**config.mk**
```make
export PLATFORM = sky130hd
export DESIGN_NAME = halt_wake_ctrl
export DESIGN_NICKNAME = d
export VERILOG_FILES = /design/src/rtl/hwc_pkg.sv /design/src/rtl/hwc_wake_detect.sv /design/src/rtl/hwc_delay_timer.sv /design/src/rtl/hwc_cause_flags.sv /design/src/rtl/halt_wake_ctrl.sv
export SDC_FILE = /design/constraint.sdc
export NUM_CORES = 1
export LEC_CHECK = 0
export BUFFER_PORTS_ARGS = -buffer_cell sky130_fd_sc_hd__buf_2
export CAP_MARGIN = 10
export CORE_ASPECT_RATIO = 1.75
export CORE_MARGIN = 2
export CORE_UTILIZATION = 36
export CTS_BUF_LIST = sky130_fd_sc_hd__clkbuf_4
export CTS_CLUSTER_DIAMETER = 120
export CTS_CLUSTER_SIZE = 20
export DETAILED_ROUTE_END_ITERATION = 12
export GPL_ROUTABILITY_DRIVEN = 1
export MAX_ROUTING_LAYER = met4
export PLACE_DENSITY = 0.65
export SYNTH_ARGS = -nofsm -noshare
export SYNTH_HDL_FRONTEND = slang
export SYNTH_SLANG_ARGS = --single-unit
```
**constraint.sdc**
```tcl
create_clock -name clk -period 2.23 [get_ports clk]
set_clock_uncertainty 0.2 [all_clocks]
set_input_delay 0 -clock clk [delete_from_list [all_inputs] [get_ports clk]]
set_output_delay 0 -clock clk [all_outputs]
set_load 0.005 [all_outputs]
```
**src/rtl/hwc_pkg.sv**
```systemverilog
package hwc_pkg;

    typedef enum logic [1:0] {
        ST_RUN        = 2'd0,
        ST_HALT       = 2'd1,
        ST_WAKE_DELAY = 2'd2,
        ST_RESUME     = 2'd3
    } hwc_state_e;

    typedef enum logic [2:0] {
        WK_NONE     = 3'd0,
        WK_EXT      = 3'd1,
        WK_WDT      = 3'd2,
        WK_IRQ_VEC  = 3'd3,
        WK_CONTINUE = 3'd4
    } hwc_wake_e;

    typedef struct packed {
        logic halt_enter;
        logic run_wdt;
        logic run_clr;
        logic wake_ext;
        logic wake_wdt;
    } hwc_flag_cmd_t;

    // Ranked wake source selection: reset, watchdog, interrupt, port.
    function automatic hwc_wake_e hwc_pick_wake(input logic ext,
                                                input logic wdt,
                                                input logic irq_any,
                                                input logic irq_vec,
                                                input logic port_any);
        hwc_wake_e w;
        if (ext)           w = WK_EXT;
        else if (wdt)      w = WK_WDT;
        else if (irq_any)  w = irq_vec ? WK_IRQ_VEC : WK_CONTINUE;
        else if (port_any) w = WK_CONTINUE;
        else               w = WK_NONE;
        return w;
    endfunction

endpackage

```
**src/rtl/hwc_wake_detect.sv**
```systemverilog
module hwc_wake_detect
    import hwc_pkg::*;
#(
    parameter int IRQ_N = 4,
    parameter int PA_W  = 8,
    parameter int PG_N  = 3,
    parameter int PG_W  = 8
) (
    input  logic                 clk,
    input  logic                 rst,
    input  logic                 capture_i,
    input  logic                 armed_i,
    input  logic                 ext_rst_i,
    input  logic                 wdt_ovf_i,
    input  logic [IRQ_N-1:0]     irq_req_i,
    input  logic [IRQ_N-1:0]     irq_en_i,
    input  logic                 stack_full_i,
    input  logic [PA_W-1:0]      pa_i,
    input  logic [PA_W-1:0]      pa_en_i,
    input  logic [PG_N*PG_W-1:0] pg_i,
    input  logic [PG_N-1:0]      pg_en_i,
    output logic                 wake_o,
    output hwc_wake_e            cause_o
);
    localparam int PG_BITS = PG_N * PG_W;

    logic [PA_W-1:0]    pa_q;
    logic [PG_BITS-1:0] pg_q;
    logic [IRQ_N-1:0]   pend_q;
    logic [PG_N-1:0]    grp_fall;
    logic [IRQ_N-1:0]   irq_new;
    logic               pa_fall_any;
    logic               port_any;
    logic               irq_vec;

    always_ff @(posedge clk) begin
        if (rst) begin
            pa_q   <= '0;
            pg_q   <= '0;
            pend_q <= '0;
        end else begin
            pa_q <= pa_i;
            pg_q <= pg_i;
            if (capture_i) pend_q <= irq_req_i;
        end
    end

    for (genvar g = 0; g < PG_N; g++) begin : g_grp
        assign grp_fall[g] = pg_en_i[g] & (|(pg_q[g*PG_W +: PG_W] & ~pg_i[g*PG_W +: PG_W]));
    end

    assign pa_fall_any = |(pa_q & ~pa_i & pa_en_i);
    assign port_any    = pa_fall_any | (|grp_fall);
    assign irq_new     = irq_req_i & ~pend_q;
    assign irq_vec     = (|(irq_new & irq_en_i)) & ~stack_full_i;

    always_comb begin
        cause_o = hwc_pick_wake(ext_rst_i, wdt_ovf_i, |irq_new, irq_vec, port_any);
        wake_o  = armed_i && (cause_o != WK_NONE);
    end

    // requests pending since halt entry alone never wake
    p_pending_masked_r8: assert property (@(posedge clk) disable iff (rst)
        (armed_i && $past(armed_i) && (irq_req_i == pend_q) && !ext_rst_i && !wdt_ovf_i && !port_any)
        |-> !wake_o);

    // external reset outranks every other source
    p_ext_first_r5: assert property (@(posedge clk) disable iff (rst)
        (armed_i && ext_rst_i) |-> (wake_o && cause_o == WK_EXT));

endmodule

```
**src/rtl/hwc_delay_timer.sv**
```systemverilog
module hwc_delay_timer #(
    parameter int DELAY_CYC = 1024
) (
    input  logic clk,
    input  logic rst,
    input  logic load_i,
    output logic done_o
);
    localparam int CNT_W = (DELAY_CYC > 1) ? $clog2(DELAY_CYC) : 1;
    localparam logic [CNT_W-1:0] LOAD_VAL = CNT_W'(DELAY_CYC - 1);

    logic [CNT_W-1:0] cnt_q;

    always_ff @(posedge clk) begin
        if (rst)                  cnt_q <= '0;
        else if (load_i)          cnt_q <= LOAD_VAL;
        else if (cnt_q != '0)     cnt_q <= cnt_q - CNT_W'(1);
    end

    assign done_o = (cnt_q == '0);

    // the stabilisation count only moves downward by one
    p_count_down_r10: assert property (@(posedge clk) disable iff (rst)
        (!load_i && cnt_q != '0) |=> (cnt_q == $past(cnt_q) - CNT_W'(1)));

endmodule

```
**src/rtl/hwc_cause_flags.sv**
```systemverilog
module hwc_cause_flags
    import hwc_pkg::*;
(
    input  logic          clk,
    input  logic          rst,
    input  hwc_flag_cmd_t cmd_i,
    output logic          to_o,
    output logic          pd_o
);
    always_ff @(posedge clk) begin
        if (rst) begin
            to_o <= 1'b0;
            pd_o <= 1'b0;
        end else begin
            if (cmd_i.halt_enter)                        to_o <= 1'b0;
            else if (cmd_i.wake_wdt || cmd_i.run_wdt)    to_o <= 1'b1;
            else if (cmd_i.wake_ext)                     to_o <= 1'b0;

            if (cmd_i.halt_enter)                        pd_o <= 1'b1;
            else if (cmd_i.run_clr)                      pd_o <= 1'b0;
        end
    end

    // a watchdog wake leaves the flag pair at 1,1
    p_wdt_wake_flags_r6: assert property (@(posedge clk) disable iff (rst)
        cmd_i.wake_wdt |=> (to_o && pd_o));

    // an external-reset wake leaves the flag pair at 0,1
    p_ext_wake_flags_r5: assert property (@(posedge clk) disable iff (rst)
        (cmd_i.wake_ext && $past(pd_o)) |=> (!to_o && pd_o));

endmodule

```
**src/rtl/halt_wake_ctrl.sv**
```systemverilog
module halt_wake_ctrl
    import hwc_pkg::*;
#(
    parameter int IRQ_N     = 4,
    parameter int PA_W      = 8,
    parameter int PG_N      = 3,
    parameter int PG_W      = 8,
    parameter int DELAY_CYC = 1024
) (
    input  logic                 clk,
    input  logic                 por_i,
    input  logic                 ext_rst_i,
    input  logic                 halt_cmd_i,
    input  logic                 wdt_clr_i,
    input  logic                 wdt_ovf_i,
    input  logic [IRQ_N-1:0]     irq_req_i,
    input  logic [IRQ_N-1:0]     irq_en_i,
    input  logic                 stack_full_i,
    input  logic [PA_W-1:0]      pa_i,
    input  logic [PA_W-1:0]      pa_wake_en_i,
    input  logic [PG_N*PG_W-1:0] pg_i,
    input  logic [PG_N-1:0]      pg_wake_en_i,
    output logic                 sys_osc_en_o,
    output logic                 cpu_run_o,
    output logic                 warm_rst_o,
    output logic                 irq_take_o,
    output logic                 flag_to_o,
    output logic                 flag_pd_o
);
    hwc_state_e    state_q, state_d;
    hwc_wake_e     cause_q, det_cause;
    hwc_flag_cmd_t fcmd;
    logic          det_wake, halt_go, wake, tmr_done;

    hwc_wake_detect #(
        .IRQ_N(IRQ_N), .PA_W(PA_W), .PG_N(PG_N), .PG_W(PG_W)
    ) u_detect (
        .clk          (clk),
        .rst          (por_i),
        .capture_i    (halt_go),
        .armed_i      (state_q == ST_HALT),
        .ext_rst_i    (ext_rst_i),
        .wdt_ovf_i    (wdt_ovf_i),
        .irq_req_i    (irq_req_i),
        .irq_en_i     (irq_en_i),
        .stack_full_i (stack_full_i),
        .pa_i         (pa_i),
        .pa_en_i      (pa_wake_en_i),
        .pg_i         (pg_i),
        .pg_en_i      (pg_wake_en_i),
        .wake_o       (det_wake),
        .cause_o      (det_cause)
    );

    hwc_delay_timer #(.DELAY_CYC(DELAY_CYC)) u_timer (
        .clk    (clk),
        .rst    (por_i),
        .load_i (wake),
        .done_o (tmr_done)
    );

    assign halt_go = (state_q == ST_RUN) && halt_cmd_i && !wdt_ovf_i;
    assign wake    = det_wake;

    always_comb begin
        fcmd.halt_enter = halt_go;
        fcmd.run_wdt    = (state_q == ST_RUN) && wdt_ovf_i;
        fcmd.run_clr    = (state_q == ST_RUN) && wdt_clr_i;
        fcmd.wake_ext   = wake && (det_cause == WK_EXT);
        fcmd.wake_wdt   = wake && (det_cause == WK_WDT);
    end

    hwc_cause_flags u_flags (
        .clk   (clk),
        .rst   (por_i),
        .cmd_i (fcmd),
        .to_o  (flag_to_o),
        .pd_o  (flag_pd_o)
    );

    always_comb begin
        state_d = state_q;
        unique case (state_q)
            ST_RUN:        if (halt_go)  state_d = ST_HALT;
            ST_HALT:       if (wake)     state_d = ST_WAKE_DELAY;
            ST_WAKE_DELAY: if (tmr_done) state_d = ST_RESUME;
            ST_RESUME:                   state_d = ST_RUN;
            default:                     state_d = ST_RUN;
        endcase
    end

    always_ff @(posedge clk) begin
        if (por_i) begin
            state_q <= ST_RUN;
            cause_q <= WK_NONE;
        end else begin
            state_q <= state_d;
            if (wake) cause_q <= det_cause;
        end
    end

    assign sys_osc_en_o = (state_q != ST_HALT);
    assign cpu_run_o    = (state_q == ST_RUN);
    assign warm_rst_o   = (state_q == ST_RESUME) && (cause_q == WK_WDT);
    assign irq_take_o   = (state_q == ST_RESUME) && (cause_q == WK_IRQ_VEC);

    // an accepted halt stops oscillator and CPU and sets flags 0,1
    p_halt_entry_r1: assert property (@(posedge clk) disable iff (por_i)
        halt_go |=> (!sys_osc_en_o && !cpu_run_o && flag_pd_o && !flag_to_o));

    // overflow together with halt keeps the CPU running
    p_ovf_beats_halt_r3: assert property (@(posedge clk) disable iff (por_i)
        (cpu_run_o && halt_cmd_i && wdt_ovf_i) |=> (cpu_run_o && flag_to_o));

    // external reset while running changes nothing here
    p_ext_run_ignored_r4: assert property (@(posedge clk) disable iff (por_i)
        (cpu_run_o && ext_rst_i && !halt_cmd_i && !wdt_ovf_i && !wdt_clr_i)
        |=> (cpu_run_o && $stable(flag_to_o) && $stable(flag_pd_o)));

    // resume is only reached through the delay
    p_resume_after_delay_r10: assert property (@(posedge clk) disable iff (por_i)
        (state_q == ST_RESUME) |-> ($past(state_q) == ST_WAKE_DELAY));

    // the two pulses exclude each other
    p_pulse_excl_r12: assert property (@(posedge clk) disable iff (por_i)
        !(warm_rst_o && irq_take_o));

    // the CPU runs right after a pulse
    p_pulse_then_run_r12: assert property (@(posedge clk) disable iff (por_i)
        (warm_rst_o || irq_take_o) |=> cpu_run_o);

endmodule

```
==> insert_results.sql, run 1 <==
INSERT INTO impl_metrics (metric_group, metric, value, unit) VALUES
('yosys', 'postSynthRegisterBits', '53', ''),
('setup_path', 'crit_start', 'u_timer.cnt_q[0]', ''),
('global_route', 'first_pass_grt_wire_length', '9.76', 'mm'),
('setup_path', 'r2r_start', 'u_timer.cnt_q[0]', ''),
('setup_path', 'timing.critical_path.buf_inv', '1', ''),
('place', 'gp_congestion', '0.775', ''),
('setup_path', 'critical_path.slowest_cell', 'or3b_4', ''),
('pwr', 'powerDensity', '850', 'nW/um^2'),
('hold_path', 'hp-class', 'in -> reg', ''),
('setup_path', 'regToRegSetupSlack', '-0.009', 'ns'),
('yosys', 'synth.yosys.seq_area_share', '0.472', ''),
('floorplan', 'die_area', '6910', 'sq um'),
('yosys', 'top_post_synthesis_cells_by_area', 'dfxtp_1 47%, nor2b_1 9.2%, inv_1 5.5%, nand3b_1 4.0%, o22ai_1 3.3%', ''),
('yosys', 'synthFlopType', 'dfxtp_1', ''),
('timing', 'tcrit_tclk_final', '1.00', ''),
('setup_path', 'critical_path_peak_fanout', '3', ''),
('setup_path', 'cp-start-kind', 'flip-flop', ''),
('place', 'placed_cells_incl_taps', '395', ''),
('place', 'port_buffers', '63', ''),
('yosys', 'post_synth_inst_count', '246', ''),
('floorplan', 'die_h', '108', 'um'),
('cts', 'ctsRootBufferMaster', 'clkbuf_4', ''),
('timing', 'setup_viol', '1', ''),
('detailed_routing', 'wl_per_cell', '12.2', 'um'),
('global_route', 'initial_antenna_violation_count', '0', ''),
('setup_path', 'crit_path_end_kind', 'flip-flop', ''),
('cts', 'cts_max_level', '2', ''),
('yosys', 'synthesized_nets', '309', ''),
('floorplan', 'dieWidth', '63.7', 'um'),
('place', 'dp_worst_setup_slack', '-0.0473', 'ns'),
('yosys', 'synthDistinctLibCells', '38', ''),
('timing', 'max_freq', '0.447', 'GHz'),
('cells_and_area', 'fin_cells', '466', ''),
('global_route', 'grt_pass1_vias', '2322', ''),
('setup_path', 'cp_slowest_stage_delay', '0.38', 'ns'),
('timing', 'grt_setup_unrepaired', 'yes', ''),
('yosys', 'synth_top_area_frac', '0.472', ''),
('timing', 'tightest_slew', '0.581', 'ns'),
('yosys', 'post-synth-top-area-cell', 'dfxtp_1', ''),
('cts', 'clkSinkCount', '53', ''),
('detailed_routing', 'route.antenna.remaining_nets', '0', ''),
('timing', 'headroom_to_the_max_slew_limit', '0.613', ''),
('yosys', 'synthesis.area', '2250', 'sq um'),
('cts', 'cts.clk_slew.worst_paths', '0.16', 'ns'),
('timing', 'post-route-worst-setup-slack', '-0.00893', 'ns'),
('pwr', 'report.power.total', '0.00293', 'W'),
('cells_and_area', 'num_antenna_cells', '0', ''),
('setup_path', 'path_depth', '8', ''),
('yosys', 'count_of_flip_flops_with_a_built_in_enable_after_synthesis', '0', ''),
('cells_and_area', 'final_layout_size_suffix_gt1_frac', '0.288', ''),
('detailed_routing', 'drt_iter0_markers', '69', ''),
('floorplan', 'ioPinCount', '64', ''),
('floorplan', 'initial_core_util', '0.366', ''),
('setup_path', 'critical_setup_path_class', 'reg -> reg', ''),
('cts', 'tritoncts_clock_tree', 'yes', ''),
('status', 'status', 'finished with violations', ''),
('detailed_routing', 'drt-pass1-iter-count', '4', ''),
('setup_path', 'worst_path_dominant_cell_family', 'simple AND/OR/NAND/NOR gates', ''),
('cts', 'cts.path.max_buffers', '2', ''),
('status', 'failing_checks', 'setup timing', ''),
('floorplan', 'coreArea', '6130', 'sq um'),
('pwr', 'maximum_vdd_ir_drop', '0.481', 'mV'),
('pwr', 'static-leakage-power', '1.49', 'nW'),
('yosys', 'post_synth.cell_area_avg', '9.13', 'sq um'),
('cells_and_area', 'final_cell_area', '3440', 'sq um'),
('yosys', 'ys_warn_count', '0', ''),
('cts', 'number_of_clock_buffers_inserted_by_tritoncts', '5', ''),
('timing', 'finalHoldViolCount', '0', ''),
('cells_and_area', 'final_nets', '448', ''),
('detailed_routing', 'remaining_drc_errors', '0', ''),
('timing', 'hold_ws', '0.0234', 'ns');
==> where the power goes <==
group	internal [W]	switching, W
clock network	0.000126	0.000314
registers	0.00111	0.000112
logic	0.000715	0.000544
total	0.00195	0.000971
==> through the flow <==
step | setup TNS [ns] | utilization
global placement | 0 | 0.444
finish | -0.00893 | 0.561
global route | -0.445 | 0.561
floorplan | 0 | -
detailed placement | -0.0535 | 0.444
CTS | -0.0883 | 0.552
==> layer usage <==
layer / wire (um) / global-route usage / vias to the layer above
li1: - / - / 1104
met1: 2150 / 0.177 / 1030
met2: 3290 / 0.359 / 52
met3: 192 / 0.0281 / 6
met4: 71 / 0.0543 / 0
met5: 0 / - / -
==> synth_stat cells (3+ instances only) <==
library cell	number
mux2i_1	4
nand2b_1	9
dfxtp_1	53
nand2_1	9
o21ai_0	3
inv_1	33
nand3b_1	12
o22ai_1	12
a21oi_1	14
nor2b_1	33
nand4_1	3
o41ai_1	4
nor2_1	11
ha_1	5
a31oi_1	4
clkbuf_1	5
xnor2_1	4
nor3b_1	3
==> registers in the layout, summed over array words and instances (netlist names) <==
signal and flops:
cause_q 3, state_q 2, u_detect.pa_q 8, u_detect.pend_q 4
u_detect.pg_q 24, u_flags.pd_o 1, u_flags.to_o 1, u_timer.cnt_q 10
==> layout by cell type, fill, tap and decap left out, types with 9 or more instances in the layout <==
cell type,Yosys,routed
nand2_1,9,9
nand3b_1,12,12
buf_2,0,63
buf_4,0,18
nand2b_1,9,9
dlygate4sd3_1,0,58
nor2_1,11,11
dfxtp_1,53,51
o22ai_1,12,12
a21oi_1,14,14
nor2b_1,33,33
inv_1,33,31
==> worst min-delay path, cell delays in order <==
cell and delay [ns]:
buf_2 0.08, o41ai_1 0.07, nand4_1 0.19, or3b_2 0.15, a31oi_1 0.06
==> logic make-up (layout without fill, tap and decap cells) <==
logic type	Yosys count	in the layout	share of synthesized area
buf+inv	40	180	0.0735
xor+xnor	5	5	0.0195
simple gates	93	93	0.252
mux	5	5	0.0228
flops	53	53	0.472
compound gates	45	45	0.131
fa+ha+maj	5	5	0.0279
==> layout make-up <==
cell class,count,area (sq um)
clock buffer,5,37.5
fill,544,2690
clock inverter,3,21.3
multi-input combinational,153,1060
sequential,53,1060
tap,80,100
inverter,33,124
timing repair buffer,139,1030
==> timing repair <==
item / in CTS / in global routing
gates resized for setup: 3 / 9
endpoints found under the setup margin: 9 / 18
pin swaps: 2 / 2
hold endpoints to repair: 53 / 0
hold buffers: 58 / 0
setup buffers: 2 / 3
==> worst min path at each step <==
stage / startpoint / end / slack (ns) / cells past startpoint
final: pg_wake_en_i[1] / cause_q[1] / 0.02 / 5
after CTS: pg_wake_en_i[1] / cause_q[1] / 0.01 / 5
after detailed placement: pa_i[3] / u_detect.pa_q[3] / 0.03 / 2
after global placement: pa_i[5] / u_detect.pa_q[5] / 0.02 / 2
after global routing: pg_wake_en_i[1] / cause_q[1] / 0.05 / 5
after floorplan: pg_i[18] / u_detect.pg_q[18] / -0.07 / 1
(Power assumes the default switching activity.)
==> run 2, diff against run 1 <==
--- a/config.mk
+++ b/config.mk
@@ -5,7 +5,6 @@
 export SDC_FILE = /design/constraint.sdc
 export NUM_CORES = 1
 export LEC_CHECK = 0
-export BUFFER_PORTS_ARGS = -buffer_cell sky130_fd_sc_hd__buf_2
 export CAP_MARGIN = 10
 export CORE_ASPECT_RATIO = 1.75
 export CORE_MARGIN = 2
@@ -14,9 +13,10 @@
 export CTS_CLUSTER_DIAMETER = 120
 export CTS_CLUSTER_SIZE = 20
 export DETAILED_ROUTE_END_ITERATION = 12
+export DONT_BUFFER_PORTS = 1
 export GPL_ROUTABILITY_DRIVEN = 1
 export MAX_ROUTING_LAYER = met4
-export PLACE_DENSITY = 0.65
+export PLACE_DENSITY = 0.54
 export SYNTH_ARGS = -nofsm -noshare
 export SYNTH_HDL_FRONTEND = slang
 export SYNTH_SLANG_ARGS = --single-unit
==> constraint.sdc (replaced) <==
create_clock -name clk -period 2.7 [get_ports clk]
set_clock_uncertainty 0.2 [all_clocks]
set_input_delay 0 -clock clk [delete_from_list [all_inputs] [get_ports clk]]
set_output_delay 0 -clock clk [all_outputs]
set_load 0.005 [all_outputs]
==> insert_results.sql, run 2 (same netlist as run 1, synthesis figures left out) <==
INSERT INTO impl_metrics (metric_group, metric, value, unit) VALUES
('detailed_routing', 'drt_iter0_markers', '42', ''),
('pwr', 'clock_power_share', '0.205', ''),
('floorplan', 'placementRows', '38', ''),
('pwr', 'p_int', '0.00152', 'W'),
('place', 'port_buffers', '0', ''),
('detailed_routing', 'drt-pass1-iter-count', '4', ''),
('global_route', 'grt_use_total', '0.162', ''),
('setup_path', 'crit_path_end_kind', 'flip-flop', ''),
('global_route', 'first_pass_grt_wire_length', '8.47', 'mm'),
('pwr', 'report.power.total', '0.00224', 'W'),
('global_route', 'grt_pass1_vias', '1968', ''),
('global_route', 'globalRouteOverflowTotal', '0', ''),
('cts', 'clkSinkCount', '53', ''),
('status', 'status', 'completed', ''),
('pwr', 'static-leakage-power', '1.15', 'nW'),
('timing', 'tightest_slew', '0.522', 'ns'),
('pwr', 'comb_power_share', '0.340', ''),
('cts', 'cts_max_level', '2', ''),
('detailed_routing', 'route.antenna.remaining_nets', '0', ''),
('hold_path', 'hp-class', 'in -> reg', ''),
('setup_path', 'crit_arrival', '2.59', 'ns'),
('floorplan', 'die_area', '6910', 'sq um'),
('global_route', 'initial_antenna_violation_count', '0', ''),
('detailed_routing', 'remaining_drc_errors', '0', ''),
('timing', 'grt_setup_unrepaired', 'no', ''),
('cells_and_area', 'final_nets', '363', ''),
('cells_and_area', 'layout_commonest_cell', 'dfxtp_1', ''),
('timing', 'setup_viol', '0', ''),
('detailed_routing', 'routed_wirelength', '5.22', 'mm'),
('cells_and_area', 'max_reg_flops', '24', ''),
('timing', 'finalHoldViolCount', '0', ''),
('timing', 'tns', '0', 'ns'),
('cells_and_area', 'largest_registers', 'u_detect.pg_q x24, u_timer.cnt_q x10, u_detect.pa_q x8', ''),
('detailed_routing', 'wl_per_cell', '13.7', 'um'),
('cells_and_area', 'final_layout_size_suffix_gt1_frac', '0.0731', ''),
('cells_and_area', 'num_antenna_cells', '0', ''),
('setup_path', 'critical_path_peak_fanout', '3', ''),
('timing', 'period_minus_slack', '2.51', 'ns'),
('cells_and_area', 'final_util', '0.478', ''),
('place', 'detailed_place_hpwl', '3.44', 'mm'),
('timing', 'headroom_to_the_max_slew_limit', '0.648', ''),
('cts', 'ctsRootBufferMaster', 'clkbuf_4', ''),
('detailed_routing', 'vias', '1870', ''),
('place', 'placed_cells_incl_taps', '321', ''),
('floorplan', 'initial_core_util', '0.366', ''),
('cells_and_area', 'layout_common_cells', '53 x dfxtp_1, 51 x dlygate4sd3_1, 33 x inv_1, 33 x nor2b_1, 14 x a21oi_1', ''),
('timing', 'max_freq', '0.398', 'GHz'),
('cts', 'number_of_clock_buffers_inserted_by_tritoncts', '5', ''),
('floorplan', 'die_h', '108', 'um'),
('job', 'drv_cap', '0', ''),
('setup_path', 'cp-start-kind', 'flip-flop', ''),
('cells_and_area', 'filler_cell_count', '593', ''),
('place', 'gp_congestion', '0.745', ''),
('timing', 'hold_ws', '0.0329', 'ns'),
('timing', 'tcrit_tclk_final', '0.930', ''),
('detailed_routing', 'per_cell_via_count_in_the_routed_design', '4.91', ''),
('setup_path', 'required', '2.77', 'ns'),
('pwr', 'netSwitchingPower', '0.000717', 'W'),
('cells_and_area', 'synthToLayoutAreaGrowth', '30.6', '%'),
('cts', 'gates_resized_cts_repair', '0', ''),
('pwr', 'p_seq_frac', '0.455', ''),
('cells_and_area', 'max_flop_register', 'u_detect.pg_q', ''),
('setup_path', 'critical_setup_path_class', 'reg -> reg', ''),
('timing', 'drv_slew', '0', ''),
('floorplan', 'coreArea', '6130', 'sq um'),
('cts', 'clock_insertion_delay_worst_skew', '0.37', 'ns'),
('global_route', 'grt_max_degree', '56', ''),
('cts', 'cts_post_setup_buffers_inserted', '0', ''),
('cts', 'cts.clk_slew.worst_paths', '0.15', 'ns'),
('cts', 'tritoncts_clock_tree', 'yes', ''),
('floorplan', 'ioPinCount', '64', ''),
('cells_and_area', 'fin_cells', '381', ''),
('pwr', 'powerDensity', '763', 'nW/um^2'),
('floorplan', 'dieWidth', '63.7', 'um'),
('cts', 'cts.path.max_buffers', '2', ''),
('pwr', 'maximum_vdd_ir_drop', '0.448', 'mV'),
('pwr', 'power.switching_fraction', '0.320', '');
## run 2: cell types whose count changed in the layout (fill, tap and decap cells not counted), moves of 2 or more
cell           delta
dlygate4sd3_1     -7
inv_1             +2
o21ai_0           +2
buf_4            -16
inv_2             -2
ha_1              +2
o21ai_2           -2
buf_2            -63
dfxtp_2           -2
dfxtp_1           +2
## run 2: metal layers
metal  vias to the layer above  track usage  share of wire
met2                        41        0.320           0.57
met3                         6       0.0291          0.041
met4                         0       0.0559          0.015
met5                         -            -              0
met1                       889        0.152           0.38
li1                        934            -              -
## run 2: repair_timing
action	CTS	global route
hold endpoints to repair	53	0
hold buffers	52	0
setup endpoints to repair	0	0
## run 2: layout make-up
cell class              count  area, sq um  share of cell area
well taps                  80          100              0.0341
repair buffers             54          546               0.186
clock buffers               6         45.0              0.0154
multi-input cells         153         1020               0.348
inverters                  33          124              0.0422
clock inverters             2         38.8              0.0132
flip-flops and latches     53         1060               0.362
## run 2: power groups by stage
stage | Combinational, W | Clock, W | Sequential, W
after floorplan | 0.000565 | 0 | 0.00101
after global placement | 0.000673 | 0 | 0.00103
after detailed placement | 0.000678 | 0 | 0.00104
after CTS | 0.000771 | 0.000478 | 0.00102
after global routing | 0.000857 | 0.000507 | 0.00104
final | 0.000761 | 0.000460 | 0.00102
## run 2: worst paths after layout
path / from / endpoint / slack, ns / cells past startpoint
hold reg to reg: u_flags.to_o / u_flags.to_o / 0.30 / 2
setup / recovery: u_detect.pend_q[1] / cause_q[0] / 0.19 / 7
setup reg to reg: u_detect.pend_q[1] / cause_q[0] / 0.19 / 7
hold / removal: irq_req_i[1] / cause_q[0] / 0.03 / 5
## run 2: worst max-delay path, stage by stage, from the launching register on
cell and delay, ns:
dfxtp_1 0.37, nand2b_1 0.11, o2111ai_1 0.20, a31oi_1 0.20
dlygate4sd3_1 0.61, nand2b_1 0.10, o21ai_0 0.27, mux2_2 0.37
## run 2: stage by stage
stage	instance area (sq um)	setup WS (ns)
2_1_floorplan	2250	0.339
3_3_place_gp	2320	0.243
3_5_place_dp	2320	0.226
4_1_cts	2930	0.178
5_1_grt	2930	0.00404
6_report	2930	0.188
